$ cat src/rtl/adc_seq_pkg.sv
package adc_seq_pkg;

  localparam int FIFO_DEPTH = 16;
  localparam int PTR_W      = $clog2(FIFO_DEPTH);
  localparam int EMPTY_BIT  = 8;
  localparam int FULL_BIT   = 12;

  function automatic logic [PTR_W-1:0] ptr_next(input logic [PTR_W-1:0] p);
    return p + 1'b1;
  endfunction

  // Pack pointers and flags into the software-visible status word.
  function automatic logic [31:0] pack_status(input logic [PTR_W-1:0] rp,
                                              input logic [PTR_W-1:0] wp,
                                              input logic             emp,
                                              input logic             ful);
    logic [31:0] s;
    s            = '0;
    s[3:0]       = 4'(rp);
    s[7:4]       = 4'(wp);
    s[EMPTY_BIT] = emp;
    s[FULL_BIT]  = ful;
    return s;
  endfunction

  // Linear congruential step used by the optional sample generator.
  function automatic logic [31:0] lcg_next(input logic [31:0] s);
    return s * 32'd314159 + 32'd1;
  endfunction

  function automatic logic [31:0] lcg_sample(input logic [31:0] s);
    return 32'h200 + {29'd0, s[18:16]};
  endfunction

endpackage

$ cat src/rtl/adc_seq_fifo.sv
module adc_seq_fifo
  import adc_seq_pkg::*;
#(
  parameter int DATA_W = 10
) (
  input  logic              clk,
  input  logic              rst_n,
  input  logic              push_i,
  input  logic [DATA_W-1:0] push_data_i,
  input  logic              pop_i,
  output logic [DATA_W-1:0] pop_data_o,
  output logic [31:0]       status_o
);

  logic [DATA_W-1:0] mem [FIFO_DEPTH];
  logic [PTR_W-1:0]  rptr, wptr;
  logic              empty, full;
  logic              do_pop, do_push;
  logic [PTR_W-1:0]  rptr_n, wptr_n;

  // A pop on empty is void; a pop in the same cycle frees room for a push.
  assign do_pop  = pop_i & ~empty;
  assign do_push = push_i & (~full | do_pop);
  assign rptr_n  = do_pop  ? ptr_next(rptr) : rptr;
  assign wptr_n  = do_push ? ptr_next(wptr) : wptr;

  assign pop_data_o = empty ? '0 : mem[rptr];
  assign status_o   = pack_status(rptr, wptr, empty, full);

  always_ff @(posedge clk) begin
    if (do_push) mem[wptr] <= push_data_i;
  end

  always_ff @(posedge clk) begin
    if (!rst_n) begin
      rptr  <= '0;
      wptr  <= '0;
      empty <= 1'b1;
      full  <= 1'b0;
    end else begin
      rptr <= rptr_n;
      wptr <= wptr_n;
      if (do_push && !do_pop) begin
        empty <= 1'b0;
        full  <= (wptr_n == rptr);
      end else if (do_pop && !do_push) begin
        full  <= 1'b0;
        empty <= (rptr_n == wptr);
      end
    end
  end

endmodule

$ cat src/rtl/adc_seq_prng.sv
module adc_seq_prng
  import adc_seq_pkg::*;
#(
  parameter int SAMPLE_W = 10
) (
  input  logic                clk,
  input  logic                rst_n,
  input  logic                step_i,
  output logic [SAMPLE_W-1:0] sample_o
);

  logic [31:0] state;
  logic [31:0] state_n;

  assign state_n  = lcg_next(state);
  assign sample_o = SAMPLE_W'(lcg_sample(state_n));

  always_ff @(posedge clk) begin
    if (!rst_n)      state <= '0;
    else if (step_i) state <= state_n;
  end

endmodule

$ cat src/rtl/adc_seq_fifo_top.sv
module adc_seq_fifo_top
  import adc_seq_pkg::*;
#(
  parameter int NUM_SEQ  = 4,
  parameter int SAMPLE_W = 10,
  parameter bit USE_PRNG = 1'b0
) (
  input  logic                clk,
  input  logic                rst_n,
  input  logic                bus_wr,
  input  logic                bus_rd,
  input  logic [7:0]          bus_addr,
  input  logic [31:0]         bus_wdata,
  output logic [31:0]         bus_rdata,
  input  logic                trig,
  input  logic [SAMPLE_W-1:0] sample_in,
  output logic                irq
);

  localparam int          SEL_W    = $clog2(NUM_SEQ);
  localparam logic [31:0] MUX_KEEP = 32'h3333_3333;

  logic [3:0]  active_q, mask_q, raw_q;
  logic [31:0] mux_q [NUM_SEQ];
  logic [31:0] ctl_q [NUM_SEQ];

  logic              in_win;
  logic [6:0]        win_off;
  logic [SEL_W-1:0]  win_sel;
  logic [4:0]        win_reg;
  logic              trig_ok;
  logic [3:0]        clr_bits;
  logic [SAMPLE_W-1:0] sample_sel;

  logic [SAMPLE_W-1:0] fifo_dout [NUM_SEQ];
  logic [31:0]         fifo_stat [NUM_SEQ];
  logic [NUM_SEQ-1:0]  fifo_pop;

  // Named internal events for the bound checker.
  logic             push_ev0, pop_ev0, f0_empty, f0_full;
  logic [PTR_W-1:0] f0_wptr, f0_rptr;

  assign in_win  = (bus_addr >= 8'h40) && (bus_addr < 8'hC0);
  assign win_off = bus_addr[6:0] - 7'h40;
  assign win_sel = win_off[5 +: SEL_W];
  assign win_reg = win_off[4:0];
  assign trig_ok = trig & active_q[0];

  generate
    if (USE_PRNG) begin : g_prng
      logic unused_sample_in;
      assign unused_sample_in = ^sample_in;
      adc_seq_prng #(.SAMPLE_W(SAMPLE_W)) u_prng (
        .clk     (clk),
        .rst_n   (rst_n),
        .step_i  (trig_ok),
        .sample_o(sample_sel)
      );
    end else begin : g_port
      assign sample_sel = sample_in;
    end
  endgenerate

  generate
    for (genvar n = 0; n < NUM_SEQ; n++) begin : g_seq
      assign fifo_pop[n] = bus_rd & in_win & (win_sel == SEL_W'(n)) & (win_reg == 5'h08);
      adc_seq_fifo #(.DATA_W(SAMPLE_W)) u_fifo (
        .clk        (clk),
        .rst_n      (rst_n),
        .push_i     ((n == 0) ? trig_ok : 1'b0),
        .push_data_i(sample_sel),
        .pop_i      (fifo_pop[n]),
        .pop_data_o (fifo_dout[n]),
        .status_o   (fifo_stat[n])
      );
    end
  endgenerate

  assign push_ev0 = trig_ok;
  assign pop_ev0  = fifo_pop[0];
  assign f0_rptr  = fifo_stat[0][3:0];
  assign f0_wptr  = fifo_stat[0][7:4];
  assign f0_empty = fifo_stat[0][EMPTY_BIT];
  assign f0_full  = fifo_stat[0][FULL_BIT];

  assign clr_bits = (bus_wr && !in_win && bus_addr == 8'h0C) ? bus_wdata[3:0] : 4'd0;

  always_ff @(posedge clk) begin
    if (!rst_n) begin
      active_q <= '0;
      mask_q   <= '0;
      raw_q    <= '0;
      for (int n = 0; n < NUM_SEQ; n++) begin
        mux_q[n] <= '0;
        ctl_q[n] <= '0;
      end
    end else begin
      raw_q <= (raw_q & ~clr_bits) | {3'b000, trig_ok};
      if (bus_wr) begin
        if (in_win) begin
          if (win_reg == 5'h00) mux_q[win_sel] <= bus_wdata & MUX_KEEP;
          if (win_reg == 5'h04) ctl_q[win_sel] <= bus_wdata;
        end else begin
          if (bus_addr == 8'h00) active_q <= bus_wdata[3:0];
          if (bus_addr == 8'h10) mask_q   <= bus_wdata[3:0];
        end
      end
    end
  end

  always_comb begin
    bus_rdata = '0;
    if (in_win) begin
      case (win_reg)
        5'h00:   bus_rdata = mux_q[win_sel];
        5'h04:   bus_rdata = ctl_q[win_sel];
        5'h08:   bus_rdata = 32'(fifo_dout[win_sel]);
        5'h0C:   bus_rdata = fifo_stat[win_sel];
        default: bus_rdata = '0;
      endcase
    end else begin
      case (bus_addr)
        8'h00:   bus_rdata = {28'd0, active_q};
        8'h04:   bus_rdata = {28'd0, raw_q};
        8'h08:   bus_rdata = {28'd0, raw_q & mask_q};
        8'h10:   bus_rdata = {28'd0, mask_q};
        default: bus_rdata = '0;
      endcase
    end
  end

  assign irq = |(raw_q & mask_q);

endmodule

$ cat config.mk
export PLATFORM = sky130hd
export DESIGN_NAME = adc_seq_fifo_top
export DESIGN_NICKNAME = d
export VERILOG_FILES = /design/src/rtl/adc_seq_pkg.sv /design/src/rtl/adc_seq_fifo.sv /design/src/rtl/adc_seq_prng.sv /design/src/rtl/adc_seq_fifo_top.sv
export SDC_FILE = /design/constraint.sdc
export NUM_CORES = 1
export LEC_CHECK = 0
export BUFFER_PORTS_ARGS = -buffer_cell sky130_fd_sc_hd__buf_2
export CAP_MARGIN = 20
export CELL_PAD_IN_SITES_DETAIL_PLACEMENT = 1
export CELL_PAD_IN_SITES_GLOBAL_PLACEMENT = 1
export CORE_MARGIN = 4
export CORE_UTILIZATION = 55
export DETAILED_ROUTE_END_ITERATION = 12
export PLACE_DENSITY_LB_ADDON = 0.1
export SLEW_MARGIN = 20
export SYNTH_ARGS = -nofsm -noshare
export SYNTH_HDL_FRONTEND = slang
export SYNTH_SLANG_ARGS = --single-unit
$ cat constraint.sdc
create_clock -name clk -period 14.4 [get_ports clk]
set_clock_uncertainty 0.1 [all_clocks]
set_input_delay 1.44 -clock clk [delete_from_list [all_inputs] [get_ports clk]]
set_output_delay 1.44 -clock clk [all_outputs]
set_load 0.02 [all_outputs]
==> results by group, run 1 <==
Run status
  • Status: complete, no violations

STA
  • Fin crit share: between 40% and 50%
  • Min Tclk post-route: about 6300 ps
  • Max Fclk: 158 MHz
  • Finish-stage setup viols: 0
  • Setup tns final: 0 ps
  • Worst slew pin tran: approximately 1000 ps
  • Slew Limit Fails: 0
  • Final hold violations: 0
  • Setup repair after global routing missed its margin: no
  • Slew HR: a little under a third

Critical path
  • Worst Path Required: 12,860 ps
  • WP data arrival: 4810 ps
  • Startpoint Class: input pin
  • Crit-path max FO: approximately 60
  • Critical path type: in -> out
  • Crit end category: output pin

Flow run
  • Max-cap violation count: 0

Die
  • Die width: 185 um
  • Area of the core: just over 0.03 mm^2
  • Initial Util: ~56%
  • IO Count: 88
  • Die H: 185 um
  • DIE AREA: 0.0342 mm^2
  • Rows: 64

Finish
  • Nets: 1,264
  • Most frequent cells in the layout: 352 x edfxtp_1, 103 x mux4_2, 86 x buf_2
  • Multi-input logic area: between 0.005 and 0.006 mm^2
  • Layout area overhead: 12.6%
  • Commonest non-fill, non-tap cell in the layout: edfxtp_1
  • Filler instances: around 2,800
  • Share of cells above drive strength 1: around a quarter
  • Diode count: 0
  • Sequential Area: 0.0113 mm^2

Clock network
  • CTS buffer count: 41
  • Worst skew pair latency: between 500 and 600 ps
  • H-tree Lvls: 2
  • Hold buffer count at cts: 0
  • Root Buffer: clkbuf_16
  • Num Clock Sinks: approximately 390
  • CTS tree: done
  • CTS Buffer Depth: 3
  • Post-CTS setup buffers: 0
  • PostCTS Resize Cnt: 0
  • Clock transition at the registers of the reported paths: 60 ps

Drt
  • Final wirelength: 44,000 um
  • DRT Pass-1 Iters: 5
  • DRC errors left: 0
  • Iter 0 DRT Violations: about 1,000
  • Post-DR vias/cell: between 6 and 7
  • Drt wl/cell: approximately 27 um
  • Routed Antenna Nets: 0
  • Via count: approximately 10,000

Power
  • Max IR drop VDD: approximately 0.10 mV
  • Leak: about 6.9 nW
  • Tot Pwr: ~2.4 mW
  • Pwr Density: between 100 and 150 mW/mm^2

Global routing
  • Initial antenna violation count: 2
  • Total global routing overflow: 0
  • First-pass GRT wire length: around 66,000 um
  • Overall routing resource usage: a little over a quarter
  • Largest net degree at the start of global routing: a little over 60
  • Vias in the first global route: roughly 11,000

Placed design
  • Gp weighted congestion: slightly above 0.8
  • Post-DP HPWL: about 27,000 um
  • Port-buffer cells: 87

Synth
  • Post-synth top area cell: edfxtp_1
  • Synth cell types: 58
  • Syn Nets: between 1,000 and 1,500
  • Flops & latches, synth: around 400
  • Post-synth EDFFs: 352
  • Sequential share of the synthesized area: about two thirds
  • Synth warn: 0
  • Gate Count Post-Synth: around 1,100
  • Top area cells in the synthesized netlist: edfxtp_1 61%, mux4_2 13%, dfxtp_1 4.3%
  • Syn avg cell area: 15.4 um^2
  • Ys flop type: edfxtp_1
  • Async S/R FF share, synth: 0%
  • Synth top area share: between 60% and 70%
  • Post-synthesis cell area: about 0.017 mm^2

Worst hold path
  • Hold/Removal Path Class: reg -> reg
[state kept, by name, indices dropped and copies added, names as in the netlist]
name                flops
g_seq.u_fifo.mem      160
ctl_q                 128
mux_q                  64
g_seq.u_fifo.rptr      16
active_q                4
g_seq.u_fifo.empty      4
g_seq.u_fifo.wptr       4
mask_q                  4
raw_q                   4
g_seq.u_fifo.full       1
[layer usage]
| layer | vias to the layer above | global-route usage (%) | wire length [um] |
|---|---|---|---|
| met5 | - | 0 | 21 |
| met4 | 4 | 5.75 | 861 |
| met3 | 63 | 4.16 | 3000 |
| met2 | 404 | 42.9 | 22000 |
| met1 | 5256 | 37.9 | 18100 |
| li1 | 4407 | - | - |
[critical path, stage by stage]
cell      delay [ps]
buf_2             70
buf_4            690
inv_1            150
ha_1             670
nand3b_1         850
a31oi_1          420
a21oi_1           80
o21ai_1          170
buf_2            210
[power breakdown]
part           internal [mW]  switching (mW)  leakage (nW)  total, mW
Combinational         0.0358          0.0636          2.72     0.0994
Clock                  0.595           0.427         0.632       1.02
Sequential              1.26         0.00958          3.56       1.27
Total                   1.89           0.500          6.91       2.39
[logic make-up after synthesis]
group	synth area share, %
adder cells (fa/ha/maj)	0.786
AO/OA/AOI/OAI	3.06
flip-flops	65.8
buffers and inverters	2.74
multiplexers	14.1
AND/OR/NAND/NOR	12.4
XOR/XNOR	1.17
[Yosys cell counts (2+ instances only)]
library cell and count:
nor3_1 12, nand4_1 12, and3_1 59, o21ai_0 14, nor2b_1 30, inv_1 43, and2b_1 2, and2_1 83
a22o_1 8, ha_1 10, o22ai_1 4, nand3b_1 2, nor2_1 76, nand4b_1 2, nand2_1 64, buf_2 28
o21ai_1 4, clkbuf_1 37, a22oi_1 13, a21boi_0 7, xnor2_1 16, mux4_2 103, xor2_1 7, buf_1 3
nand2b_1 8, o311ai_1 2, dfxtp_1 37, buf_4 2, nor4_4 3, a31oi_1 2, nand3_1 20, edfxtp_1 352
a211oi_1 2, mux2i_1 10, a21oi_1 16
[final timing paths]
kind	startpoint	endpoint	slack, ps	cells past startpoint
worst min-delay path	raw_q[1]$_SDFF_PN0_	raw_q[1]$_SDFF_PN0_	380	2
worst max-delay path	bus_addr[6]	bus_rdata[0]	8050	9
worst min register to register	raw_q[1]$_SDFF_PN0_	raw_q[1]$_SDFF_PN0_	380	2
worst max register to register	g_seq[0].u_fifo.empty$_SDFFE_PN1P_	g_seq[0].u_fifo.mem[4][3]$_DFFE_PP_	11340	6
[through the flow]
stage               instance area (um^2)  hold WS, ps  instances  setup slack (ps)  utilization [%]
finish                             19400          380       1624              8050             62.9
detailed placement                 18000          364       1550              7800             58.7
floorplan                          17200          339       1116              8210                -
global placement                   18000          357       1550              7970             58.6
CTS                                19300          371       1622              8000             62.8
global route                       19400          388       1624              7800             62.9
[layout make-up]
| class | count | share of cell area, % |
|---|---|---|
| flip-flops and latches | 389 | 58.4 |
| multi-input cells | 613 | 28.3 |
| clock buffers | 49 | 5.68 |
| clock inverters | 23 | 0.931 |
| inverters | 44 | 0.853 |
| repair buffers | 110 | 3.23 |
| well taps | 396 | 2.56 |
(Power assumes the default switching activity.)
==> run 2, diff against run 1 <==
ABC_AREA = 1   (was not set)
CORE_UTILIZATION = 45   (was 55)
clock period = 5.1 ns   (was 14.4 ns; I/O delays follow)
==> run 2 against run 1 <==
Against the previous run: synthesized area is 2.6% lower; combinational power increased to 2.7 times the previous value; synthesized cell count up 33%; register-to-register slack worse by 8900 ps; worst hold slack worse by 170 ps; final cell count increased by 27%; routed wire length up 10%; sequential cell count stayed put; global-route usage is 2.3 points lower; clock power increased to 2.8 times the previous value; first-iteration DRC count down 2.7%; worst setup slack got worse by 6700 ps; critical path type unchanged.
==> results by group, run 2 <==
Run status
  • Status: complete, no violations

Synth
  • Ys flop type: edfxtp_1
  • Synth top area share: 63.1%
  • Async S/R FF share, synth: 0%
  • Syn Nets: 1,546
  • Syn avg cell area: ~11 um^2
  • Synth warn: 0
  • Top area cells in the synthesized netlist: edfxtp_1 63%, nor2_1 5.8%, dfxtp_1 4.4%
  • Post-synth top cells: 352 x edfxtp_1, 261 x nor2_1, 157 x nand2_1, 98 x o21ai_0, 90 x inv_1
  • Gate Count Post-Synth: ~1,500
  • Count leader, synth: edfxtp_1
  • Sequential share of the synthesized area: 67.5%
  • Post-synthesis cell area: around 0.017 mm^2
  • Flops & latches, synth: ~400
  • Post-synth top area cell: edfxtp_1
  • Synth cell types: 40
  • Post-synth EDFFs: approximately 350

Power
  • Pwr Density: around 360 mW/mm^2
  • Leak: ~6.7 nW
  • Logic gate share of total power: around 4%
  • Clock Power Share: 43.0%
  • Internal power: roughly 5.3 mW
  • Net Sw Power: about 1.5 mW
  • Switch share: a little over a fifth
  • Max IR drop VDD: approximately 0.29 mV
  • Flop pwr share: between 50% and 60%

STA
  • Slew Limit Fails: 0
  • Max Fclk: 265 MHz
  • Worst setup margin: approximately 1300 ps
  • Fin crit share: 73.9%
  • Finish-stage setup viols: 0
  • Worst hold margin: just over 200 ps
  • Final hold violations: 0
  • Setup repair after global routing missed its margin: no
  • Min Tclk post-route: about 3800 ps
  • Slew HR: approximately a quarter
  • Setup tns final: 0 ps
  • Worst slew pin tran: 1090 ps

Clock network
  • CTS buffer count: 44
  • H-tree Lvls: 2
  • Root Buffer: clkbuf_16
  • Post-CTS setup buffers: 0
  • Worst skew pair latency: around 560 ps
  • CTS Buffer Depth: 3
  • Hold buffer count at cts: 0
  • PostCTS Resize Cnt: 0
  • Num Clock Sinks: about 400
  • CTS tree: done
  • Clock transition at the registers of the reported paths: roughly 50 ps

Die
  • Die width: approximately 200 um
  • Rows: 70
  • Area of the core: approximately 0.037 mm^2
  • IO Count: 88
  • DIE AREA: 0.0404 mm^2
  • Die H: 201 um
  • Initial Util: between 40% and 50%

Drt
  • Post-DR vias/cell: approximately 5.8
  • Routed Antenna Nets: 0
  • DRC errors left: 0
  • Final wirelength: just under 50,000 um
  • Iter 0 DRT Violations: 974
  • Via count: 11,932
  • DRT Pass-1 Iters: 5
  • Drt wl/cell: 23.6 um

Finish
  • Most frequent cells in the layout: 352 x edfxtp_1, 259 x nor2_1, 157 x nand2_1
  • Layout area overhead: 13.0%
  • Diode count: 0
  • Number of flip-flops in the largest register: 160
  • Post-route cell area: about 0.019 mm^2
  • Top reg by flops: g_seq.u_fifo.mem
  • Nets: 1,620
  • Share of cells above drive strength 1: 13.3%
  • Commonest non-fill, non-tap cell in the layout: edfxtp_1
  • Biggest regs: g_seq.u_fifo.mem: 160 flops, ctl_q: 128 flops, mux_q: 64 flops

Placed design
  • Post-DP HPWL: roughly 31,000 um
  • Port-buffer cells: 87
  • Gp weighted congestion: 0.800
  • Post-DP Area: between 0.015 and 0.02 mm^2
  • Pre-CTS WS: between 1000 and 1500 ps

Global routing
  • Vias in the first global route: between 10,000 and 15,000
  • Initial antenna violation count: 0
  • Overall routing resource usage: between 20% and 30%
  • Total global routing overflow: 0
  • First-pass GRT wire length: about 75,000 um
  • Largest net degree at the start of global routing: 86

Critical path
  • Crit end category: output pin
  • Crit-path max FO: 36
  • Worst Path Required: 4490 ps
  • Startpoint Class: input pin
  • Critical path type: in -> out
  • WP data arrival: 3160 ps

Flow run
  • Max-cap violation count: 0

Worst hold path
  • Hold/Removal Path Class: in -> reg
==> run 2: critical path: stages <==
cell and delay, ps:
buf_2 150, nor2_4 750, inv_2 600, o22ai_1 330, o21ai_0 140, nand2_1 90, a21oi_1 40, a21oi_1 290
buf_2 230
==> run 2: worst paths after layout <==
path | depth (start not counted) | endpoint | from | slack (ps)
max reg2reg | 9 | g_seq[0].u_fifo.mem[9][8]$_DFFE_PP_ | g_seq[0].u_fifo.empty$_SDFFE_PN1P_ | 2410
min reg2reg | 2 | g_seq[1].u_fifo.empty$_SDFFE_PN1N_ | g_seq[1].u_fifo.empty$_SDFFE_PN1N_ | 370
min | 3 | ctl_q[3][10]$_DFFE_PP_ | bus_wdata[10] | 210
max | 9 | bus_rdata[8] | bus_addr[5] | 1330
==> run 2: power groups by stage <==
| stage | clock (mW) | combinational (mW) | sequential [mW] |
|---|---|---|---|
| floorplan | 0 | 0.142 | 3.63 |
| global placement | 0 | 0.267 | 3.64 |
| detailed placement | 0 | 0.272 | 3.64 |
| CTS | 2.96 | 0.274 | 3.58 |
| global route | 3.10 | 0.297 | 3.58 |
| finish | 2.90 | 0.273 | 3.57 |
==> run 2: through the flow <==
stage / cells / util [%] / power, mW
2_1_floorplan: 1481 / - / 3.77
3_3_place_gp: 1976 / 48.0 / 3.90
3_5_place_dp: 1976 / 48.0 / 3.91
4_1_cts: 2056 / 51.5 / 6.81
5_1_grt: 2057 / 51.6 / 6.98
6_report: 2057 / 51.6 / 6.75
==> run 2: logic make-up (layout without fill, tap and decap cells) <==
logic type / count (synthesis) / count (layout) / share of synthesized area (%)
compound gates: 321 / 321 / 12.0
simple gates: 562 / 562 / 14.4
buf+inv: 186 / 294 / 4.62
flops: 389 / 389 / 67.5
xor+xnor: 13 / 13 / 0.680
fa+ha+maj: 10 / 10 / 0.747
==> run 2: cell type report <==
cell class,instances,area (um^2)
Fill cell,3892,17800
Clock inverter,13,65.1
Timing Repair Buffer,116,669
Sequential cell,389,11300
Tap cell,468,586
Inverter,98,368
Multi-Input combinational cell,906,4690
Clock buffer,67,1230
==> run 2: metal layers <==
layer	GRT usage [%]	wire length (um)	vias up
met4	5.73	1110	0
met2	38.9	23000	308
li1	-	-	5471
met1	33.7	21900	6080
met3	4.23	2510	73
met5	0	0	-
==> run 3, diff against run 2 <==
ABC_AREA = 0   (was 1)
CORE_UTILIZATION = 52   (was 45)
clock period = 3.47 ns   (was 5.1 ns; I/O delays follow)
==> run 3 against run 2 <==
Against the previous run: first-iteration DRC count shrank 8.8%; final cell count shrank 16%; critical path type is now reg -> out; via count is 15% lower; non-clock buffer count is 37 higher; die area decreased by 11%; worst hold slack got worse by 180 ps; design area is 5.4% higher; combinational power rose by 62%; largest cell class unchanged; core utilization is 9.6 points higher; clock power up 51%; worst setup slack got worse by 1100 ps; sequential power rose by 47%.
==> results by group, run 3 (synthesis gave the netlist of run 1 again) <==
Clock network
  • Worst skew pair latency: 550 ps
  • Root Buffer: clkbuf_16
  • Clock transition at the registers of the reported paths: 60 ps
  • CTS tree: done
  • Num Clock Sinks: about 400
  • Post-CTS setup buffers: 0
  • CTS buffer count: 42
  • H-tree Lvls: 2
  • CTS Buffer Depth: 3

Global routing
  • Largest net degree at the start of global routing: a little over 60
  • Overall routing resource usage: 25.5%
  • First-pass GRT wire length: between 60,000 and 70,000 um
  • Vias in the first global route: ~11,000
  • Initial antenna violation count: 2
  • Total global routing overflow: 0

Drt
  • Drt wl/cell: 26.2 um
  • Iter 0 DRT Violations: slightly below 900
  • Post-DR vias/cell: slightly below 6
  • Final wirelength: about 45,000 um
  • DRC errors left: 0
  • Via count: 10,194
  • DRT Pass-1 Iters: 5
  • Routed Antenna Nets: 0

Die
  • Area of the core: 0.0326 mm^2
  • IO Count: 88
  • Rows: between 60 and 70
  • Initial Util: a little over half
  • Die H: 190 um
  • DIE AREA: roughly 0.036 mm^2
  • Die width: around 190 um

Placed design
  • Post-DP HPWL: 29,100 um
  • Gp weighted congestion: approximately 0.82
  • Pre-CTS WS: ~410 ps
  • Port-buffer cells: slightly below 90

Critical path
  • Worst Path Required: just over 3000 ps
  • Startpoint Class: flop
  • WP data arrival: 2820 ps
  • Crit end category: output pin
  • Critical path type: reg -> out
  • Internal reg-to-reg setup slack: about 970 ps
  • Crit-path max FO: 23

Finish
  • Number of flip-flops in the largest register: 160
  • Share of cells above drive strength 1: 26.4%
  • Layout area overhead: 16.0%
  • Post-route core utilization: roughly three fifths
  • Multi-input logic area: 0.00552 mm^2
  • Nets: 1,308
  • Top reg by flops: g_seq.u_fifo.mem
  • Most frequent cells in the layout: 352 x edfxtp_1, 103 x mux4_2, 86 x buf_2
  • Biggest regs: g_seq.u_fifo.mem: 160 flops, ctl_q: 128 flops, mux_q: 64 flops
  • Sequential Area: roughly 0.011 mm^2
  • Commonest non-fill, non-tap cell in the layout: edfxtp_1
  • Filler instances: about 3,000

STA
  • Setup repair after global routing missed its margin: no
  • Final hold violations: 0
  • Worst setup margin: 199 ps
  • Worst slew pin tran: 763 ps
  • Slew HR: about 50%
  • Max Fclk: between 300 and 400 MHz
  • Setup tns final: 0 ps
  • Finish-stage setup viols: 0
  • Fin crit share: 94.3%
  • Slew Limit Fails: 0
  • Min Tclk post-route: about 3300 ps

Power
  • Tot Pwr: a little over 10 mW
  • Max IR drop VDD: between 0.5 and 0.6 mV
  • Leak: around 7 nW
  • Pwr Density: between 500 and 600 mW/mm^2

Run status
  • Status: complete, no violations

Flow run
  • Max-cap violation count: 0

Worst hold path
  • Hold/Removal Path Class: in -> reg
run 3: cell type report:
class / count / share of cell area (%)
antenna: 2 / 0.0251
sequential: 389 / 56.7
clock inverter: 27 / 1.23
inverter: 44 / 0.828
timing repair buffer: 153 / 5.26
clock buffer: 49 / 5.51
tap: 442 / 2.77
multi-input combinational: 613 / 27.7
run 3: per-layer routing:
metal | track usage, % | vias to the layer above | share of wire, %
li1 | - | 4506 | -
met1 | 36.2 | 5345 | 43
met2 | 42.7 | 288 | 50
met3 | 3.85 | 53 | 5.3
met4 | 5.59 | 2 | 1.7
met5 | 0 | - | 0.016
run 3: path summary, 6_finish.rpt:
kind / startpoint / end / depth (start not counted)
max reg2reg: g_seq[0].u_fifo.empty$_SDFFE_PN1P_ / g_seq[0].u_fifo.mem[0][5]$_DFFE_PP_ / 6
max: g_seq[0].u_fifo.rptr[0]$_SDFF_PN0_ / bus_rdata[8] / 6
min: bus_wdata[27] / ctl_q[0][27]$_SDFFCE_PN0P_ / 2
min reg2reg: raw_q[1]$_SDFF_PN0_ / raw_q[1]$_SDFF_PN0_ / 2
run 3: through the flow:
step / std cells / area, um^2 / hold WS, ps
after global routing: 1718 / 19900 / 17.2
after floorplan: 1116 / 17300 / 334
after CTS: 1717 / 19900 / 2.10
after global placement: 1635 / 18500 / 364
final: 1719 / 19900 / 22.3
after detailed placement: 1635 / 18500 / 370
run 3: repair_timing:
item / CTS / global route
resized for setup: 0 / 1
hold endpoints to repair: 7 / 0
hold buffers: 6 / 0
endpoints found under the setup margin: 0 / 1
run 3: critical path, stage by stage, from the launching register on:
cell     delay (ps)
dfxtp_4         470
buf_12          250
mux4_2          550
mux4_2          550
inv_1            90
o22ai_1         130
buf_2           200
run 3: report_power, final:
part,total [mW],internal (mW),switching [mW]
clock network,4.39,2.57,1.82
logic,0.441,0.169,0.272
registers,5.25,5.21,0.0373
